==> src/rtl/pwrseq_pkg.sv <==
`timescale 1ns/1ps
// Shared types for the power-up sequencer: result codes and FSM states.
// Assumes: consumers import this package; codes are part of the port contract.
package pwrseq_pkg;
    typedef enum logic [1:0] {
        RES_NONE = 2'd0,
        RES_OK   = 2'd1,
        RES_TMO  = 2'd2,
        RES_BAD  = 2'd3
    } res_e;

    typedef enum logic [4:0] {
        S_IDLE, S_RST, S_XO_EN, S_XO_WAIT, S_HSW, S_HSW_WAIT, S_LDO,
        S_MCLAMP, S_RET, S_BANK, S_BANK_WAIT, S_WL, S_IO, S_CRST,
        S_CCLK, S_STOP, S_BOOT
    } st_e;
endpackage

==> src/rtl/pwrseq_tick_timer.sv <==
`timescale 1ns/1ps
// Tick counter: counts microsecond tick pulses since the last clear and flags
// when the count has reached the selected limit. Saturates at all-ones.
// Assumes: clr_i is pulsed in the cycle that enters a waiting state.
module pwrseq_tick_timer #(
    parameter int CW = 20
) (
    input  logic          clk,
    input  logic          rst_n,
    input  logic          clr_i,
    input  logic          tick_i,
    input  logic [CW-1:0] limit_i,
    output logic          hit_o
);
    logic [CW-1:0] cnt_q;

    // Count delivered ticks, cleared on request.
    always_ff @(posedge clk) begin
        if (!rst_n || clr_i)
            cnt_q <= '0;
        else if (tick_i && (cnt_q != '1))
            cnt_q <= cnt_q + 1'b1;
    end

    assign hit_o = (cnt_q >= limit_i);

    // Without a tick the count cannot move, so no delay is shortened.
    p_no_tick_hold_r4: assert property (@(posedge clk) disable iff (!rst_n)
        (!clr_i && !tick_i) |=> (cnt_q == $past(cnt_q)));
endmodule

==> src/rtl/pwrseq_bank_ladder.sv <==
`timescale 1ns/1ps
// Bank power ladder: holds the per-bank power vector and a descending index.
// load_i sets the index to the top bank, fire_i turns the indexed bank on,
// step_i moves the index down by one. Bits only ever accumulate until clr_i.
// Assumes: the controller never steps below index 0.
module pwrseq_bank_ladder #(
    parameter int NBANK = 29,
    parameter int IW    = 5
) (
    input  logic             clk,
    input  logic             rst_n,
    input  logic             clr_i,
    input  logic             load_i,
    input  logic [IW-1:0]    top_i,
    input  logic             fire_i,
    input  logic             step_i,
    output logic [NBANK-1:0] vec_o,
    output logic             last_o
);
    logic [IW-1:0] idx_q;

    // Track the bank index currently being powered.
    always_ff @(posedge clk) begin
        if (!rst_n || clr_i)
            idx_q <= '0;
        else if (load_i)
            idx_q <= top_i;
        else if (step_i)
            idx_q <= idx_q - 1'b1;
    end

    // One sticky power bit per bank.
    for (genvar g = 0; g < NBANK; g++) begin : g_bank
        always_ff @(posedge clk) begin
            if (!rst_n || clr_i)
                vec_o[g] <= 1'b0;
            else if (fire_i && (idx_q == IW'(g)))
                vec_o[g] <= 1'b1;
        end
    end

    assign last_o = (idx_q == '0);

    // Powered banks are never dropped except by an explicit clear.
    p_bank_keep_r6: assert property (@(posedge clk) disable iff (!rst_n)
        !clr_i |=> (($past(vec_o) & ~vec_o) == '0));
endmodule

==> src/rtl/subsys_pwrup_seq.sv <==
`timescale 1ns/1ps
// Subsystem power-up sequencer. On an accepted start it walks a fixed series:
// hold resets, oscillator clock handshake, headswitch, settle, regulator
// bypass, memory clamp, retention/standby, bank ladder (top down), word-line
// clamp, IO clamp, core reset release, core clock, stop release, boot wait.
// Assumes: tick_i is a one-cycle pulse per microsecond; all waits are in ticks.
// On abort all controls hold and err_o stays set until the next start.
module subsys_pwrup_seq
    import pwrseq_pkg::*;
#(
    parameter int TOP_A          = 19,
    parameter int TOP_B          = 28,
    parameter int SETTLE_TICKS   = 1,
    parameter int XO_TMO_TICKS   = 200,
    parameter int BOOT_TMO_TICKS = 1000000,
    parameter int CODE_W         = 8,
    parameter int OK_CODE        = 1,
    localparam int NBANK   = ((TOP_B > TOP_A) ? TOP_B : TOP_A) + 1
) (
    input  logic              clk,
    input  logic              rst_n,
    input  logic              start_i,
    input  logic              tick_i,
    input  logic              variant_i,
    input  logic              xo_clkoff_i,
    input  logic              boot_valid_i,
    input  logic [CODE_W-1:0] boot_code_i,
    output logic              core_rst_o,
    output logic              bus_rst_o,
    output logic              stop_core_o,
    output logic              xo_clk_en_o,
    output logic              core_clk_en_o,
    output logic              hsw_on_o,
    output logic              ldo_byp_o,
    output logic              mem_clamp_o,
    output logic              wl_clamp_o,
    output logic              io_clamp_o,
    output logic              ret_n_o,
    output logic              l2_stby_n_o,
    output logic [NBANK-1:0]  bank_pwr_o,
    output logic              busy_o,
    output logic [1:0]        result_o,
    output logic              err_o
);
    localparam int IW      = $clog2(NBANK);
    localparam int LIM_A   = (XO_TMO_TICKS > BOOT_TMO_TICKS) ? XO_TMO_TICKS : BOOT_TMO_TICKS;
    localparam int LIM_MAX = (LIM_A > SETTLE_TICKS + 1) ? LIM_A : SETTLE_TICKS + 1;
    localparam int CW      = $clog2(LIM_MAX + 1);

    st_e           state_q;
    res_e          res_q;
    logic          var_q;
    logic          accept, tmr_clr, tmr_hit, lad_last;
    logic [CW-1:0] lim;

    assign accept  = (state_q == S_IDLE) && start_i;
    assign tmr_clr = (state_q == S_XO_EN) || (state_q == S_HSW) ||
                     (state_q == S_BANK)  || (state_q == S_STOP);

    // Select the tick limit that applies to the current waiting state.
    always_comb begin
        case (state_q)
            S_XO_WAIT: lim = CW'(XO_TMO_TICKS);
            S_BOOT:    lim = CW'(BOOT_TMO_TICKS);
            default:   lim = CW'(SETTLE_TICKS + 1);
        endcase
    end

    pwrseq_tick_timer #(.CW(CW)) u_tmr (
        .clk(clk), .rst_n(rst_n), .clr_i(tmr_clr), .tick_i(tick_i),
        .limit_i(lim), .hit_o(tmr_hit)
    );

    pwrseq_bank_ladder #(.NBANK(NBANK), .IW(IW)) u_lad (
        .clk(clk), .rst_n(rst_n), .clr_i(accept),
        .load_i(state_q == S_RET),
        .top_i(var_q ? IW'(TOP_B) : IW'(TOP_A)),
        .fire_i(state_q == S_BANK),
        .step_i((state_q == S_BANK_WAIT) && tmr_hit && !lad_last),
        .vec_o(bank_pwr_o), .last_o(lad_last)
    );

    // Sequence state and registered control outputs.
    always_ff @(posedge clk) begin
        if (!rst_n) begin
            state_q <= S_IDLE;  res_q <= RES_NONE; err_o <= 1'b0; var_q <= 1'b0;
            core_rst_o <= 1'b0; bus_rst_o <= 1'b0; stop_core_o <= 1'b0;
            xo_clk_en_o <= 1'b0; core_clk_en_o <= 1'b0; hsw_on_o <= 1'b0;
            ldo_byp_o <= 1'b0; mem_clamp_o <= 1'b1; wl_clamp_o <= 1'b1;
            io_clamp_o <= 1'b1; ret_n_o <= 1'b0; l2_stby_n_o <= 1'b0;
        end else begin
            case (state_q)
                S_IDLE: if (start_i) begin
                    core_rst_o <= 1'b1; bus_rst_o <= 1'b1; stop_core_o <= 1'b1;
                    xo_clk_en_o <= 1'b0; core_clk_en_o <= 1'b0; hsw_on_o <= 1'b0;
                    ldo_byp_o <= 1'b0; mem_clamp_o <= 1'b1; wl_clamp_o <= 1'b1;
                    io_clamp_o <= 1'b1; ret_n_o <= 1'b0; l2_stby_n_o <= 1'b0;
                    err_o <= 1'b0; res_q <= RES_NONE; var_q <= variant_i;
                    state_q <= S_RST;
                end
                S_RST:   state_q <= S_XO_EN;
                S_XO_EN: begin xo_clk_en_o <= 1'b1; state_q <= S_XO_WAIT; end
                S_XO_WAIT: begin
                    if (!xo_clkoff_i)
                        state_q <= S_HSW;
                    else if (tmr_hit) begin
                        res_q <= RES_TMO; err_o <= 1'b1; state_q <= S_IDLE;
                    end
                end
                S_HSW:      begin hsw_on_o <= 1'b1; state_q <= S_HSW_WAIT; end
                S_HSW_WAIT: if (tmr_hit) state_q <= S_LDO;
                S_LDO:      begin ldo_byp_o <= 1'b1; state_q <= S_MCLAMP; end
                S_MCLAMP:   begin mem_clamp_o <= 1'b0; state_q <= S_RET; end
                S_RET: begin
                    ret_n_o <= 1'b1; l2_stby_n_o <= 1'b1; state_q <= S_BANK;
                end
                S_BANK:      state_q <= S_BANK_WAIT;
                S_BANK_WAIT: if (tmr_hit) state_q <= lad_last ? S_WL : S_BANK;
                S_WL:   begin wl_clamp_o <= 1'b0; state_q <= S_IO; end
                S_IO:   begin io_clamp_o <= 1'b0; state_q <= S_CRST; end
                S_CRST: begin core_rst_o <= 1'b0; state_q <= S_CCLK; end
                S_CCLK: begin core_clk_en_o <= 1'b1; state_q <= S_STOP; end
                S_STOP: begin stop_core_o <= 1'b0; state_q <= S_BOOT; end
                S_BOOT: begin
                    if (boot_valid_i) begin
                        if (boot_code_i == CODE_W'(OK_CODE)) res_q <= RES_OK;
                        else begin res_q <= RES_BAD; err_o <= 1'b1; end
                        state_q <= S_IDLE;
                    end else if (tmr_hit) begin
                        res_q <= RES_TMO; err_o <= 1'b1; state_q <= S_IDLE;
                    end
                end
                default: state_q <= S_IDLE;
            endcase
        end
    end

    assign busy_o   = (state_q != S_IDLE);
    assign result_o = res_q;

    // Regulator bypass only with the headswitch closed.
    p_ldo_after_hsw_r4: assert property (@(posedge clk) disable iff (!rst_n)
        ldo_byp_o |-> hsw_on_o);
    // Headswitch only after the oscillator branch is enabled.
    p_hsw_after_xo_r3: assert property (@(posedge clk) disable iff (!rst_n)
        hsw_on_o |-> xo_clk_en_o);
    // Stop release is the final step of the release chain.
    p_stop_last_r8: assert property (@(posedge clk) disable iff (!rst_n)
        $fell(stop_core_o) |-> (core_clk_en_o && !core_rst_o && !io_clamp_o && !wl_clamp_o));
    // No result is shown while a run is in progress.
    p_result_idle_r9: assert property (@(posedge clk) disable iff (!rst_n)
        busy_o |-> (result_o == RES_NONE));
    // The error flag always pairs with a failing result.
    p_err_result_r11: assert property (@(posedge clk) disable iff (!rst_n)
        err_o |-> ((result_o == RES_TMO) || (result_o == RES_BAD)));
    // A start during a run does not wipe powered banks.
    p_busy_start_r10: assert property (@(posedge clk) disable iff (!rst_n)
        (busy_o && start_i && (bank_pwr_o != '0)) |=> (bank_pwr_o != '0));
endmodule

==> config.mk <==
export PLATFORM = sky130hd
export DESIGN_NAME = subsys_pwrup_seq
export DESIGN_NICKNAME = d
export VERILOG_FILES = /design/src/rtl/pwrseq_pkg.sv /design/src/rtl/pwrseq_tick_timer.sv /design/src/rtl/pwrseq_bank_ladder.sv /design/src/rtl/subsys_pwrup_seq.sv
export SDC_FILE = /design/constraint.sdc
export NUM_CORES = 1
export LEC_CHECK = 0
export BUFFER_PORTS_ARGS = -buffer_cell sky130_fd_sc_hd__buf_2
export CORE_MARGIN = 2
export CORE_UTILIZATION = 60
export DETAILED_ROUTE_END_ITERATION = 10
export GPL_TIMING_DRIVEN = 0
export PLACE_DENSITY = 0.95
export SYNTH_ARGS = -nofsm -noshare
export SYNTH_HDL_FRONTEND = slang
export SYNTH_SLANG_ARGS = --single-unit
==> constraint.sdc <==
create_clock -name clk -period 9.73 [get_ports clk]
set_input_delay 0.973 -clock clk [delete_from_list [all_inputs] [get_ports clk]]
set_output_delay 0.973 -clock clk [all_outputs]
set_load 0.05 [all_outputs]
# == Word-level counts from Yosys, hierarchy flattened ==
# Cells that the tools add are included.
# word_totals
latchBits,0
ramBits,0
inputBits,15
out_inout_bits,45
n_memories,0
romBits,0
reg_bits,74
wordCells,204
# op_classes
mul,0
magnitude_cmp,1
add_sub_neg,2
reduce_logical,69
n_eq_ne,51
bitwise_logic,0
shifts,0
n_div,0
muxes,35
# op_table
cell,count
$pmux W5 S17,1
$eq A5 B4 Y1 const B,16
$eq A5 B5 Y1 const B,14
$eq A5 B3 Y1 const B,8
$mux W5,8
$pmux W20 S2,1
$logic_and A1 B1 Y1,33
$reduce_and A2 Y1,11
$reduce_bool A2 Y1,11
$add A20 B1 Y20 const B,1
$eq A5 B2 Y1 const B,4
$ge A20 B20 Y1,1
$ne A20 B20 Y1 const B,1
$pmux W1 S2,10
$mux W2,6
$eq A5 B1 Y1 const B,2
$logic_not A5 Y1,2
$eq A8 B1 Y1 const B,1
$ne A2 B2 Y1 const B,4
$mux W1,6
$pmux W2 S3,1
$reduce_and A3 Y1,2
$logic_or A1 B1 Y1,5
$reduce_bool A5 Y1,1
other kinds (7),8

# == Logic depth before layout (Yosys ltp) ==
# Gate-level depths: netlist of run 1.
# logic_depth
depth_word,7
mapped_depth,13
ltp_nobuf,12

# == Modules after synthesis ==
# A second synthesis of run 1 with hierarchy kept.
# hier_totals
hier_cells,485
hier_area_um2,4113.9
# by_module_without_submodules
module,area_per_inst_um2,seq_area_each_um2,instances,cells_per_inst
pwrseq_tick_timer,1654.1,400.4,1,199
pwrseq_bank_ladder,1348.8,680.7,1,142
subsys_pwrup_seq,1111.1,400.4,1,144

# == Least setup slack after synthesis of run 1 ==
# No wires, ideal clock.
# synth_timing
kind,register to register
startpoint,register state_q[1]
endpoint,register u_lad.idx_q[1]
arrival_ns,2.958
n_path_buf,1
setup_ns,0.123
path_stages_with_launch,11
required_ns,9.607
period_less_slack_ns,3.081
path_slack_ns,6.649
path_cell_list,dfxtp_1 -> clkbuf_1 -> nor4_1 -> nand2_1 -> ha_1 -> nand4_1 -> nor4_1 -> o211ai_2 -> a21oi_1 -> mux2i_1 -> o31ai_1
# synth_between
elab_chain_cells,6
word_cells_on_any_way,13
cone_classes,order compare: 1; eq/ne: 4; mux: 2; reduce/logical: 6
# synth_rtl
item,line_no,text
from (decl),subsys_pwrup_seq.sv:50,st_e state_q;
from (signal assigned),subsys_pwrup_seq.sv:118,S_BANK_WAIT: if (tmr_hit) state_q <= lad_last ? S_WL : S_BANK;
$eq A5 B5 Y1 or $eq A5 B2 Y1 (tied branches),subsys_pwrup_seq.sv:62,case (state_q)
$pmux W20 S2,subsys_pwrup_seq.sv:62,
$ge A20 B20 Y1,pwrseq_tick_timer.sv:25,assign hit_o = (cnt_q >= limit_i);
$logic_and A1 B1 Y1 (2 in series),subsys_pwrup_seq.sv:79,".step_i((state_q == S_BANK_WAIT) && tmr_hit && !lad_last),"
$reduce_bool A2 Y1 (no line),-,
to (signal assigned),pwrseq_bank_ladder.sv:27,idx_q <= top_i;
to (signal assigned),pwrseq_bank_ladder.sv:29,idx_q <= idx_q - 1'b1;
to (decl),pwrseq_bank_ladder.sv:20,logic [IW-1:0] idx_q;
# Parallel ways exist; a longest one is shown, timed or not.
# A chain may end at the register's enable or synchronous reset.

# == Final worst setup path of run 1 ==
# layout_timing
startpoint,register state_q[1]
endpoint,register err_o
# layout_between
elab_chain_cells,6
word_cells_on_any_way,14
cone_classes,order compare: 1; eq/ne: 5; mux: 5; reduce/logical: 3
# layout_rtl
item,line_no,text
$eq A5 B5 Y1 or $eq A5 B2 Y1 (tied branches),"subsys_pwrup_seq.sv:62, subsys_pwrup_seq.sv:92",
$pmux W20 S2,subsys_pwrup_seq.sv:62,
$ge A20 B20 Y1,pwrseq_tick_timer.sv:25,
$mux W1,-,
"$mux W1, on equally long branches",-,
$pmux W1 S3,subsys_pwrup_seq.sv:92,case (state_q)
to (signal assigned),subsys_pwrup_seq.sv:86,state_q <= S_IDLE; res_q <= RES_NONE; err_o <= 1'b0; var_q <= 1'b0;
to (signal assigned),subsys_pwrup_seq.sv:98,err_o <= 1'b0; res_q <= RES_NONE; var_q <= variant_i;
to (signal assigned),subsys_pwrup_seq.sv:107,res_q <= RES_TMO; err_o <= 1'b1; state_q <= S_IDLE;
to (decl),subsys_pwrup_seq.sv:43,output logic err_o
# Parallel ways exist; a longest one is shown, timed or not. The select of a mux whose other input is x is not followed.

==> results of run 1 <==
-- worst max-delay path: cells and delay by family, from the launching register on --
kind / cells / cell delay [ps]
AOI/OAI and AO/OA: 3 / 760
adders and majority gates: 1 / 430
buffers and inverters: 1 / 190
DFF: 1 / 300
and+or+nand+nor: 5 / 2380
-- worst min path at each step --
| stage | startpoint | end | slack (ps) | cells after the start |
|---|---|---|---|---|
| floorplan | var_q | var_q | 460 | 2 |
| global placement | u_lad.vec_o[15] | u_lad.vec_o[15] | 440 | 2 |
| detailed placement | u_lad.vec_o[27] | u_lad.vec_o[27] | 450 | 2 |
| CTS | result_o[0] | result_o[0] | 470 | 2 |
| global route | result_o[0] | result_o[0] | 490 | 2 |
| finish | u_lad.vec_o[5] | u_lad.vec_o[5] | 470 | 2 |
-- cell type report --
cell class	count	area, µm²
inverters	11	41.29
clock inverters	7	82.58
fillers	397	1474
well taps	72	90.09
flip-flops and latches	74	1481
repair buffers	59	295.3
clock buffers	9	123.9
multi-input cells	310	1896
plain buffers	21	90.09
-- power groups by stage --
| stage | sequential (µW) | clock, µW | combinational (µW) |
|---|---|---|---|
| 6_report | 312 | 250 | 86.6 |
| 5_1_grt | 313 | 264 | 93.8 |
| 4_1_cts | 312 | 253 | 84.4 |
| 3_5_place_dp | 319 | 0 | 83.3 |
| 3_3_place_gp | 319 | 0 | 80.6 |
| 2_1_floorplan | 329 | 0 | 51.9 |
-- flip-flops by register name (all words and copies together), names as in the netlist, 2 cells and up --
signal and count:
state_q 5, u_tmr.cnt_q 20, result_o 2, u_lad.vec_o 29
u_lad.idx_q 5
-- logic make-up after synthesis --
| logic type | after synthesis |
|---|---|
| buffers and inverters | 32 |
| AND/OR/NAND/NOR | 181 |
| flip-flops | 74 |
| multiplexers | 2 |
| AO/OA/AOI/OAI | 90 |
| adder cells (fa/ha/maj) | 16 |
| XOR/XNOR | 21 |
-- placed cells by master, fill, tap and decap left out, types with 11 or more instances in the layout --
cell,count
xnor2_1,13
ha_1,16
clkbuf_1,17
buf_2,59
o21ai_0,11
nor3_1,17
dfxtp_1,74
a31oi_1,15
nor2_1,66
nand2_1,28
nand3_1,12
a21oi_1,39
-- per-stage QoR --
stage / std cells / utilization
floorplan: 416 / -
global placement: 547 / 0.6985
detailed placement: 547 / 0.6985
CTS: 563 / 0.7356
global route: 563 / 0.7356
finish: 563 / 0.7356
-- layer usage --
layer  vias to the layer above  global-route usage  wire length, µm
li1                       1631                   -                -
met1                      1595              0.3460             3656
met2                       180              0.4850             4194
met3                        14             0.06292              721
met4                         0              0.1119              144
met5                         -                   0                0
==> results.cfg, run 1 <==
[status]
status = complete, no violations

[critical_path]
r2r_start = state_q[1]
path_class = reg -> reg
cp-end-kind = register
cpMostUsedCell = nor4_1
cp-start-kind = register
cp_max_fo = 8
reg2reg_slack_ps = 5590
cp-endpoint = err_o
cp.required_ps = 10030
cp_slowest_stage_delay_ps = 840
r2r_cells = 10
cp-startpoint = state_q[1]
crit_chain = clkbuf_1 -> nor4_1 -> nand2_1 -> ha_1 -> nand4_1 -> nor4_1 -> o211ai_2 -> and2_2 -> a211oi_1 -> o21a_1
worstReg2RegEnd = err_o
slowest_stage = nor4_1
crit_arrival_ps = 4440

[clock_network]
cts_tree = built
cts_buffers = 9
htreeDepth = 3
cts_resized = 0
clockRootBuffer = clkbuf_8
clockBufferDepth = 2
cts_setup_buffers = 0
hold_buffers = 0
cts_sinks = 74
clk_pin_slew_worst_paths_ps = 80
clkLatencyLatePin_ps = 370

[detailed_routing]
wl_mm = 8.715
via_per_inst = 6.075
via_count = 3420
wl_per_cell_um = 15.48
ant_nets = 0
dr.pass1.iters = 5
drt-initial-drc-count = 265
drc = 0

[place]
place_hpwl_mm = 6.194
gp_congestion = 0.9707
post-place-ws_ps = 5842
io_buffers = 59
placed_area_um2 = 3894

[sta]
layout_min_cycle_time_ps = 4136
worstMarginPinSlew_ps = 977.5
timing.fmax_ghz = 0.2418
setup_viol = 0
drv_slew = 0
setup_ws_ps = 5594
hold_ws_ps = 474.9
rsz0062_at_grt = no
final_hold_viol_count = 0
slew_headroom = 0.3423
timing.final.crit_share = 0.4250
fin_setup_tns_ps = 0
fin_skew_ps = 15.54

[synthesis]
yosys_warnings = 0
yosysTopAreaCell = dfxtp_1
synth_area_um2 = 3508
synthDistinctLibCells = 59
synthArstFlopShare = 0
synth_seq_cells = 74
synth_area_leaders = dfxtp_1 (42%), nor2_1 (7.1%), ha_1 (5.7%)
synth-compound-area-share = 0.1655
syn-instance-count = 416
muxShareOfSynthArea = 0.005706
synthFlopType = dfxtp_1
synth_top_family_by_area = simple AND/OR/NAND/NOR gates
synth.most_common_cell = dfxtp_1
synth_fa_ha_area_frac = 0.05706
synthesis.nets = 447
yosys-top-cells-count = dfxtp_1 (74), nor2_1 (66), a21oi_1 (39)
synth_edf_count = 0
seq_area_frac_synth = 0.4223
synth-xor-area-share = 0.05243
avgSynthCellArea_um2 = 8.434
yosysTopAreaCellShare = 0.4223
synthSimpleGateAreaFrac = 0.2596

[global_routing]
overflow = 0
grt_pass1_vias = 3068
grt_pass1_wl_mm = 14.23
track_usage = 0.2839
grt_start_max_net_pins = 16
antenna_found_initial = 0

[die]
die_w_um = 80.47
pin_count = 60
floorplan.initialDensity = 0.6294
die_area_um2 = 6475
fp.dieH_um = 80.47
fp-row-count = 27
fp.coreArea_um2 = 5574

[cells_and_area]
finalNetCount = 517
antenna_cells = 0
syn2layout_area_growth_pct = 16.87
drive_gt1_frac = 0.1731
stdcell_area_um2 = 4100

[power]
power_density_nw_per_um2 = 158.2
report.power.total_uw = 648.8
leakagePower_uw = 0.001634
power_frac_clock = 0.385
power_frac_comb = 0.134
p_seq_frac = 0.481
internal-power_uw = 455.3
power_switching_uw = 193.4
vdd_drop_max_mv = 0.1459
netSwitchingFraction = 0.2981

[hold_path]
hold_class = reg -> reg

[job]
cap_violations = 0
Note: power is estimated with default switching activity, not from simulation.
==> run 2: changes to the inputs <==
- CORE_UTILIZATION: 60 -> 50
- PLACE_DENSITY: 0.95 -> 0.87
- clock period: 9.73 -> 3.79 ns (I/O delays scaled with it)
==> results.cfg, run 2 (synthesis results as in run 1) <==
[status]
status = complete, no violations

[sta]
slew_headroom = 0.5550
worstMarginPinSlew_ps = 661.4
fin_skew_ps = 9.081
final_hold_viol_count = 0
setup_viol = 0
layout_min_cycle_time_ps = 3574
drv_slew = 0
setup_ws_ps = 215.9
rsz0062_at_grt = no
timing.final.crit_share = 0.9430
fin_setup_tns_ps = 0
timing.fmax_ghz = 0.2798

[critical_path]
cp_slowest_stage_delay_ps = 500
cpMostUsedCell = a21oi_1
crit_arrival_ps = 3860
reg2reg_slack_ps = 220
timing.critical_path.max_delay_family = simple AND/OR/NAND/NOR gates
r2r_cells = 13
path_class = reg -> reg
slowest_stage = or4_1
cp.required_ps = 4080
crit_chain = buf_1 -> nand2_1 -> nor2_1 -> a21oi_1 -> nor3_1 -> inv_1 -> ha_1 -> o211ai_1 -> nand3_1 -> a311oi_4 -> nand2_4 -> or4_1 -> a21oi_1
cp-end-kind = register
crit_cells = 13
crit_buf_inv = 2
cp_max_fo = 10
cp-start-kind = register

[global_routing]
grt_start_max_net_pins = 16
overflow = 0
track_usage = 0.2330
grt_pass1_vias = 3142
grt_pass1_wl_mm = 14.21
antenna_found_initial = 0

[place]
post-place-ws_ps = 104.1
gp_congestion = 0.9940
io_buffers = 59
place_hpwl_mm = 6.300
placed_area_um2 = 3924

[detailed_routing]
wl_mm = 8.715
dr.pass1.iters = 5
drt-initial-drc-count = 198
via_per_inst = 5.729
drc = 0
ant_nets = 0
via_count = 3363
wl_per_cell_um = 14.85

[clock_network]
cts_sinks = 74
cts_resized = 0
cts_buffers = 9
htreeDepth = 3
clkLatencyLatePin_ps = 360
hold_buffers = 0
clockRootBuffer = clkbuf_8
cts_setup_buffers = 0
clockBufferDepth = 2
clk_pin_slew_worst_paths_ps = 80
cts_tree = built

[cells_and_area]
mostFrequentLayoutCell = dfxtp_1
largest_register = u_lad.vec_o
drive_gt1_frac = 0.1752
largest_registers = u_lad.vec_o: 29 flops, u_tmr.cnt_q: 20 flops
antenna_cells = 0
stdcell_area_um2 = 4138
syn2layout_area_growth_pct = 17.94
largest_reg_flops = 29
final_cell_mix = dfxtp_1 (74), nor2_1 (66), buf_2 (59)
finalNetCount = 517
num-fill-cells = 601

[hold_path]
holdPathStages = 3
hold_class = in -> reg

[die]
die_area_um2 = 7703
fp-row-count = 30
die_w_um = 87.77
floorplan.initialDensity = 0.5164
fp.dieH_um = 87.77
fp.coreArea_um2 = 6794
pin_count = 60

[power]
vdd_drop_max_mv = 0.1705
power_density_nw_per_um2 = 403.7
report.power.total_uw = 1671
leakagePower_uw = 0.001639

[job]
cap_violations = 0
-- run 2: cell types whose count changed in the layout (fill, tap and decap cells not counted) --
cell / previous run / this run
clkinv_4: 0 / 2
clkinvlp_4: 2 / 1
inv_6: 3 / 2
nor4_1: 5 / 4
nor4_2: 0 / 1
-- run 2: stage by stage --
step,hold slack [ps],util,std cells
6_report,321.6,0.6090,587
2_1_floorplan,459.4,-,416
3_3_place_gp,441.7,0.5775,571
4_1_cts,302.3,0.6081,587
3_5_place_dp,451.8,0.5775,571
5_1_grt,318.7,0.6090,587
-- run 2: report_power, final --
part           internal [µW]  switching (µW)
combinational           63.2             159
sequential               792            11.5
clock                    315             330
-- run 2: worst reg2reg max path, cell delays in order (launching register included) --
cell and delay (ps):
dfxtp_1 400, buf_1 370, nand2_1 180, nor2_1 290
a21oi_1 70, nor3_1 250, inv_1 130, ha_1 310
o211ai_1 110, nand3_1 140, a311oi_4 480, nand2_4 140
or4_1 510, a21oi_1 130
-- run 2: final cells by class --
cell class,instances,area [µm²],area share
repair buffers,59,295.3,0.07136
clock buffers,9,123.9,0.02994
flip-flops and latches,74,1481,0.3580
multi-input cells,310,1902,0.4596
plain buffers,21,90.09,0.02177
well taps,96,120.1,0.02903
clock inverters,7,83.83,0.02026
inverters,11,41.29,0.009979
-- run 2: path summary, 6_finish.rpt --
check / startpoint / to
setup / recovery: state_q[0] / state_q[0]
hold / removal: variant_i / var_q
setup reg to reg: state_q[0] / state_q[0]
hold reg to reg: u_lad.vec_o[26] / u_lad.vec_o[26]
-- run 2: layer usage --
metal / wire, µm / vias up / GRT usage / part of all wire
li1: - / 1625 / - / -
met1: 3728 / 1596 / 0.2894 / 0.43
met2: 4276 / 129 / 0.3933 / 0.49
met3: 582 / 13 / 0.05655 / 0.067
met4: 127 / 0 / 0.08392 / 0.015
met5: 0 / - / 0 / 0
